$ cat config.mk
export PLATFORM = sky130hd
export DESIGN_NAME = fs_classifier
export DESIGN_NICKNAME = d
export VERILOG_FILES = /design/src/rtl/fsc_pkg.sv /design/src/rtl/fsc_edge_sync.sv /design/src/rtl/fsc_period_timer.sv /design/src/rtl/fsc_rate_decoder.sv /design/src/rtl/fs_classifier.sv
export SDC_FILE = /design/constraint.sdc
export NUM_CORES = 1
export LEC_CHECK = 0
export ABC_AREA = 1
export BUFFER_PORTS_ARGS = -buffer_cell sky130_fd_sc_hd__buf_4
export CELL_PAD_IN_SITES_DETAIL_PLACEMENT = 1
export CELL_PAD_IN_SITES_GLOBAL_PLACEMENT = 1
export CORE_ASPECT_RATIO = 0.75
export CORE_UTILIZATION = 43
export DETAILED_ROUTE_END_ITERATION = 8
export PLACE_DENSITY = 0.76
export SLEW_MARGIN = 20
export SYNTH_ARGS = -nofsm -noshare
export SYNTH_HDL_FRONTEND = slang
export SYNTH_SLANG_ARGS = --single-unit
$ cat constraint.sdc
create_clock -name clk -period 1.8 [get_ports clk]
set_input_delay 0.36 -clock clk [delete_from_list [all_inputs] [get_ports clk]]
set_output_delay 0.36 -clock clk [all_outputs]
set_load 0.01 [all_outputs]
$ cat src/rtl/fsc_pkg.sv
package fsc_pkg;
  localparam int NUM_RATES = 15;
  localparam int CODE_W    = 4;

  typedef enum logic [1:0] {ST_ARM, ST_MEAS, ST_HOLD} tmr_state_e;

  // Nominal rate in Hz for code idx+1, ascending.
  function automatic longint nominal_hz(input int idx);
    case (idx)
      0:  return 64'd8000;
      1:  return 64'd11025;
      2:  return 64'd12000;
      3:  return 64'd16000;
      4:  return 64'd22050;
      5:  return 64'd24000;
      6:  return 64'd32000;
      7:  return 64'd44100;
      8:  return 64'd48000;
      9:  return 64'd64000;
      10: return 64'd88200;
      11: return 64'd96000;
      12: return 64'd128000;
      13: return 64'd176400;
      default: return 64'd192000;
    endcase
  endfunction

  // Smallest accepted cycle count (rate at +2%).
  function automatic longint window_lo(input longint clk_hz, input int frames, input int idx);
    longint num, den;
    num = clk_hz * longint'(frames) * 64'd100;
    den = 64'd102 * nominal_hz(idx);
    return (num + den - 64'd1) / den;
  endfunction

  // Largest accepted cycle count (rate at -2%).
  function automatic longint window_hi(input longint clk_hz, input int frames, input int idx);
    longint num, den;
    num = clk_hz * longint'(frames) * 64'd100;
    den = 64'd98 * nominal_hz(idx);
    return num / den;
  endfunction
endpackage

$ cat src/rtl/fsc_edge_sync.sv
module fsc_edge_sync #(
  parameter int STAGES = 2
) (
  input  logic clk,
  input  logic rst_n,
  input  logic raw_i,
  output logic rise_o
);
  logic [STAGES:0] pipe;

  always_ff @(posedge clk) begin
    if (!rst_n) pipe <= '0;
    else        pipe <= {pipe[STAGES-1:0], raw_i};
  end

  assign rise_o = pipe[STAGES-1] & ~pipe[STAGES];

  // A rising edge needs a low sample first, so two in a row cannot happen.
  assert_edge_isolated_R6: assert property (@(posedge clk) disable iff (!rst_n)
    rise_o |=> !rise_o);
endmodule

$ cat src/rtl/fsc_period_timer.sv
module fsc_period_timer #(
  parameter int WIN_FRAMES = 2,
  parameter int LIMIT      = 6268,
  parameter int CW         = 13
) (
  input  logic          clk,
  input  logic          rst_n,
  input  logic          restart_i,
  input  logic          rise_i,
  output logic          done_o,
  output logic          valid_o,
  output logic [CW-1:0] count_o
);
  localparam int            FW     = (WIN_FRAMES > 1) ? $clog2(WIN_FRAMES) : 1;
  localparam logic [FW-1:0] LAST_F = FW'(WIN_FRAMES - 1);
  localparam logic [CW-1:0] LIM_C  = CW'(LIMIT);

  fsc_pkg::tmr_state_e st;
  logic [CW-1:0]       cnt;
  logic [FW-1:0]       frames;

  always_ff @(posedge clk) begin
    if (!rst_n || restart_i) begin
      st      <= fsc_pkg::ST_ARM;
      cnt     <= '0;
      frames  <= '0;
      done_o  <= 1'b0;
      valid_o <= 1'b0;
      count_o <= '0;
    end else begin
      case (st)
        fsc_pkg::ST_ARM: begin
          if (rise_i) begin
            st     <= fsc_pkg::ST_MEAS;
            cnt    <= '0;
            frames <= '0;
          end else if (cnt == LIM_C) begin
            st     <= fsc_pkg::ST_HOLD;
            done_o <= 1'b1;
          end else begin
            cnt <= cnt + 1'b1;
          end
        end
        fsc_pkg::ST_MEAS: begin
          if (rise_i && frames == LAST_F) begin
            st      <= fsc_pkg::ST_HOLD;
            done_o  <= 1'b1;
            valid_o <= 1'b1;
            count_o <= cnt + 1'b1;
          end else if (cnt == LIM_C) begin
            st     <= fsc_pkg::ST_HOLD;
            done_o <= 1'b1;
          end else begin
            cnt <= cnt + 1'b1;
            if (rise_i) frames <= frames + 1'b1;
          end
        end
        default: ;
      endcase
    end
  end

  assert_count_bounded_R9: assert property (@(posedge clk) disable iff (!rst_n)
    cnt <= LIM_C);

  assert_restart_clears_R7: assert property (@(posedge clk) disable iff (!rst_n)
    restart_i |=> !done_o && !valid_o);
endmodule

$ cat src/rtl/fsc_rate_decoder.sv
module fsc_rate_decoder #(
  parameter int CLK_HZ     = 24576000,
  parameter int WIN_FRAMES = 2,
  parameter int CW         = 13
) (
  input  logic                        clk,
  input  logic                        rst_n,
  input  logic [CW-1:0]               count_i,
  output logic [fsc_pkg::CODE_W-1:0]  code_o
);
  logic [fsc_pkg::NUM_RATES-1:0] hit;

  for (genvar i = 0; i < fsc_pkg::NUM_RATES; i++) begin : g_win
    localparam longint        LO   = fsc_pkg::window_lo(longint'(CLK_HZ), WIN_FRAMES, i);
    localparam longint        HI   = fsc_pkg::window_hi(longint'(CLK_HZ), WIN_FRAMES, i);
    localparam logic [CW-1:0] LO_C = CW'(LO);
    localparam logic [CW-1:0] HI_C = CW'(HI);
    assign hit[i] = (count_i >= LO_C) && (count_i <= HI_C);
  end

  always_comb begin
    code_o = '0;
    for (int i = 0; i < fsc_pkg::NUM_RATES; i++)
      if (hit[i]) code_o = fsc_pkg::CODE_W'(i + 1);
  end

  // Windows of neighbouring rates never overlap.
  assert_single_window_R4: assert property (@(posedge clk) disable iff (!rst_n)
    $onehot0(hit));
endmodule

$ cat src/rtl/fs_classifier.sv
module fs_classifier #(
  parameter int CLK_HZ      = 24576000,
  parameter int WIN_FRAMES  = 2,
  parameter int NUM_SRC     = 8,
  parameter int SYNC_STAGES = 2
) (
  input  logic                       clk,
  input  logic                       rst_n,
  input  logic [$clog2(NUM_SRC)-1:0] src_sel,
  input  logic [NUM_SRC-1:0]         frame_clk,
  input  logic                       start,
  output logic [$clog2(NUM_SRC)+4:0] status
);
  localparam int SEL_W = $clog2(NUM_SRC);
  localparam int LIMIT = int'(fsc_pkg::window_hi(longint'(CLK_HZ), WIN_FRAMES, 0));
  localparam int CW    = $clog2(LIMIT + 2);

  logic [NUM_SRC-1:0]              rise_vec;
  logic [SEL_W-1:0]                sel_q;
  logic                            restart;
  logic                            done, valid;
  logic [CW-1:0]                   count;
  logic [fsc_pkg::CODE_W-1:0]      dec_code;

  for (genvar s = 0; s < NUM_SRC; s++) begin : g_src
    fsc_edge_sync #(.STAGES(SYNC_STAGES)) u_sync (
      .clk(clk), .rst_n(rst_n), .raw_i(frame_clk[s]), .rise_o(rise_vec[s]));
  end

  always_ff @(posedge clk) begin
    if (!rst_n) sel_q <= '0;
    else        sel_q <= src_sel;
  end

  assign restart = start || (src_sel != sel_q);

  fsc_period_timer #(.WIN_FRAMES(WIN_FRAMES), .LIMIT(LIMIT), .CW(CW)) u_timer (
    .clk(clk), .rst_n(rst_n), .restart_i(restart), .rise_i(rise_vec[sel_q]),
    .done_o(done), .valid_o(valid), .count_o(count));

  fsc_rate_decoder #(.CLK_HZ(CLK_HZ), .WIN_FRAMES(WIN_FRAMES), .CW(CW)) u_dec (
    .clk(clk), .rst_n(rst_n), .count_i(count), .code_o(dec_code));

  assign status = {done, sel_q, (done && valid) ? dec_code : {fsc_pkg::CODE_W{1'b0}}};

  assert_result_held_R10: assert property (@(posedge clk) disable iff (!rst_n)
    done && !restart |=> done && $stable(status));
endmodule

==> flow_summary.json <==
{
  "max_slew_margin_pct": 71.5,
  "via_per_inst": 5.50,
  "setup_viol": 4,
  "cp-end-kind": "output pin",
  "netlist_instances": 548,
  "syn-cell-area_mm2": 0.00353,
  "maxCapViolations": 0,
  "drtAntennaViolNets": 0,
  "track_usage_pct": 32.0,
  "worstPathMaxFanout": 7,
  "clk_latency_ns": 0.36,
  "grt_max_degree": 29,
  "coreArea_mm2": 0.00792,
  "numCtsBuffers": 9,
  "nets": 671,
  "area_growth_pct": 43.5,
  "htree_levels": 3,
  "hold_path_class": "input port to flop",
  "p_leak_nw": 2.51,
  "synth_top_family_by_area": "simple AND/OR/NAND/NOR gates",
  "fin_ws_ns": -0.662,
  "synth-async-reset-ratio_pct": 0,
  "p_per_area_mw_per_mm2": 557,
  "synth_xor_area_share_pct": 2.97,
  "antenna_found_initial": 0,
  "io_buffers": 21,
  "vias": 4205,
  "grt-ovfl-total": 0,
  "hold_buffers": 0,
  "cts_sinks": 58,
  "cts_tree": "done",
  "min_to": "g_src[4].u_sync.pipe[0]",
  "worst_hold_path.num_cells": 3,
  "reg2reg_slack_ns": 0.05,
  "num_antenna_cells": 0,
  "synth_ff_type": "dfxtp_1",
  "ios": 22,
  "grt_pass1_wl_mm": 20.7,
  "startpoint_type": "flop",
  "synth_area_leaders": "dfxtp_1 (33%), nand2_1 (14%), inv_1 (8.0%)",
  "post-route-period-util_pct": 137,
  "place_congestion": 1.05,
  "fp.dieW_um": 107,
  "r2r_cells": 8,
  "drc": 0,
  "netlist-cell-type-count": 38,
  "required_ns": 1.44,
  "cts_root_buf": "clkbuf_8",
  "synth.avg_cell_area_um2": 6.45,
  "dieArea_mm2": 0.00859,
  "synth_compound_area_share_pct": 12.0,
  "yosysWarnings": 0,
  "fin_tns_setup_ns": -2.49,
  "yosysMostFrequentCell": "nand2_1",
  "synthMuxAreaShare_pct": 0,
  "routed_wl_mm": 14.9,
  "synth_top_area_share_pct": 32.8,
  "worst_slew_pin_slew_ns": 0.424,
  "first_iter_violations": 337,
  "yosys.area_share.simple_pct": 38.7,
  "rsz0062_at_grt": "true",
  "violations": "negative setup slack",
  "cp_data_arrival_time_ns": 2.10,
  "synthTopCellsByCount": "nand2_1 (135), inv_1 (75), nor2_1 (68), dfxtp_1 (58), o21ai_1 (31)",
  "path_clk_slew_ns": 0.07,
  "yosys.area.top_type": "dfxtp_1",
  "syn_nets": 564,
  "fp.dieH_um": 80.5,
  "status": "finished with violations",
  "grt_pass1_vias": 4012,
  "drt_first_pass_iters": 5,
  "ys_seq_area_share_pct": 32.8,
  "worstReg2RegEnd": "u_timer.count_o[10]",
  "yosys.area_share.adder_pct": 0.708,
  "ir_drop_v": 0.00109,
  "start_util_pct": 44.6,
  "r2r_start": "u_timer.cnt[4]",
  "drive_gt1_share_pct": 40.2,
  "skew_ns": 0.00490,
  "hpwl_mm": 9.89,
  "critPathKind": "flop to output pin",
  "drv_slew": 0,
  "hold_violations": 0,
  "ys_ff_latch": 58,
  "hold_start": "frame_clk[4]",
  "wl_per_cell_um": 19.5,
  "period_needed_ns": 2.46,
  "std_cell_rows": 28,
  "fmax_mhz": 406,
  "cts.path.max_buffers": 2,
  "synth_edf_count": 0,
  "fin_util_pct": 64.1
}
sequential cells by signal (all words and copies together), names as in the netlist:
| signal | cells |
|---|---|
| u_timer.count_o | 13 |
| sel_q | 3 |
| u_timer.valid_o | 1 |
| u_timer.st | 2 |
| u_timer.done_o | 1 |
| u_timer.cnt | 13 |
| u_timer.frames | 1 |
| g_src.u_sync.pipe | 24 |
metrics by stage:
stage	power (mW)	area, um2	setup slack (ns)	hold WS [ns]	std cells
2_1_floorplan	1.42	3530	0.00156	0.390	548
3_3_place_gp	1.47	4310	-0.316	0.398	734
5_1_grt	2.93	5070	-0.747	0.169	765
6_report	2.83	5070	-0.662	0.177	765
3_5_place_dp	1.48	4310	-0.296	0.406	734
4_1_cts	2.84	4650	-0.538	0.181	752
layer usage:
metal / wire length, um / up-vias / share of wire (%) / global-route usage [%]
met4: 420 / 0 / 2.8 / 6.44
met3: 1220 / 44 / 8.2 / 12.3
met5: 0 / - / 0 / 0
li1: - / 1939 / - / -
met2: 6790 / 174 / 45 / 49.5
met1: 6500 / 2048 / 44 / 42.1
how the worst max path moves through the flow:
stage,cells after the start,startpoint,to
after detailed placement,12,u_timer.count_o[11],status[0]
after global placement,12,u_timer.count_o[6],status[0]
after global routing,11,u_timer.count_o[3],status[3]
after floorplan,12,u_timer.count_o[11],status[3]
after CTS,10,u_timer.count_o[3],status[3]
final,11,u_timer.count_o[6],status[3]
report_power, final:
| part | switching, mW | internal, mW | total, mW |
|---|---|---|---|
| Clock | 0.603 | 0.790 | 1.39 |
| Sequential | 0.0155 | 1.29 | 1.31 |
| Combinational | 0.0727 | 0.0539 | 0.127 |
| Total | 0.691 | 2.14 | 2.83 |
cell type report:
type | instances | area, um2
Timing Repair Buffer | 113 | 900
Inverter | 91 | 367
Sequential cell | 58 | 1210
Multi-Input combinational cell | 382 | 2240
Clock buffer | 9 | 124
Clock inverter | 7 | 101
Tap cell | 105 | 131
Fill cell | 1023 | 2840
placed cells by master, fill, tap and decap left out, drive strengths merged, types with 3 or more instances in the layout:
cell / n
clkbuf: 9
buf: 113
nor3: 11
nor4: 3
a21oi: 28
o21ai: 42
dfxtp: 58
nand4: 12
nand3: 35
xor2: 8
nand3b: 5
inv: 93
o31ai: 4
xnor2: 4
nor2: 80
nand2: 140
cells by family after synthesis:
family / Yosys count
and+or+nand+nor: 288
buffers and inverters: 108
AOI/OAI and AO/OA: 80
DFF: 58
xor gates and xnor gates: 12
adders and majority gates: 2
what timing repair did:
| action | CTS | global route |
|---|---|---|
| endpoints found under the setup margin | 6 | 23 |
| buffers inserted | 2 | 13 |
| pin swaps | 6 | 26 |
| gates resized for setup | 45 | 95 |
critical path, stage by stage, from the launching register on:
cell     delay (ns)
dfxtp_4        0.38
nor2_4         0.18
buf_12         0.14
buf_4          0.10
buf_4          0.09
nand4_1        0.12
o22ai_1        0.22
nand2_2        0.10
nand2_2        0.08
nor2_4         0.04
a21oi_1        0.14
buf_4          0.14
(Power assumes the default switching activity.)
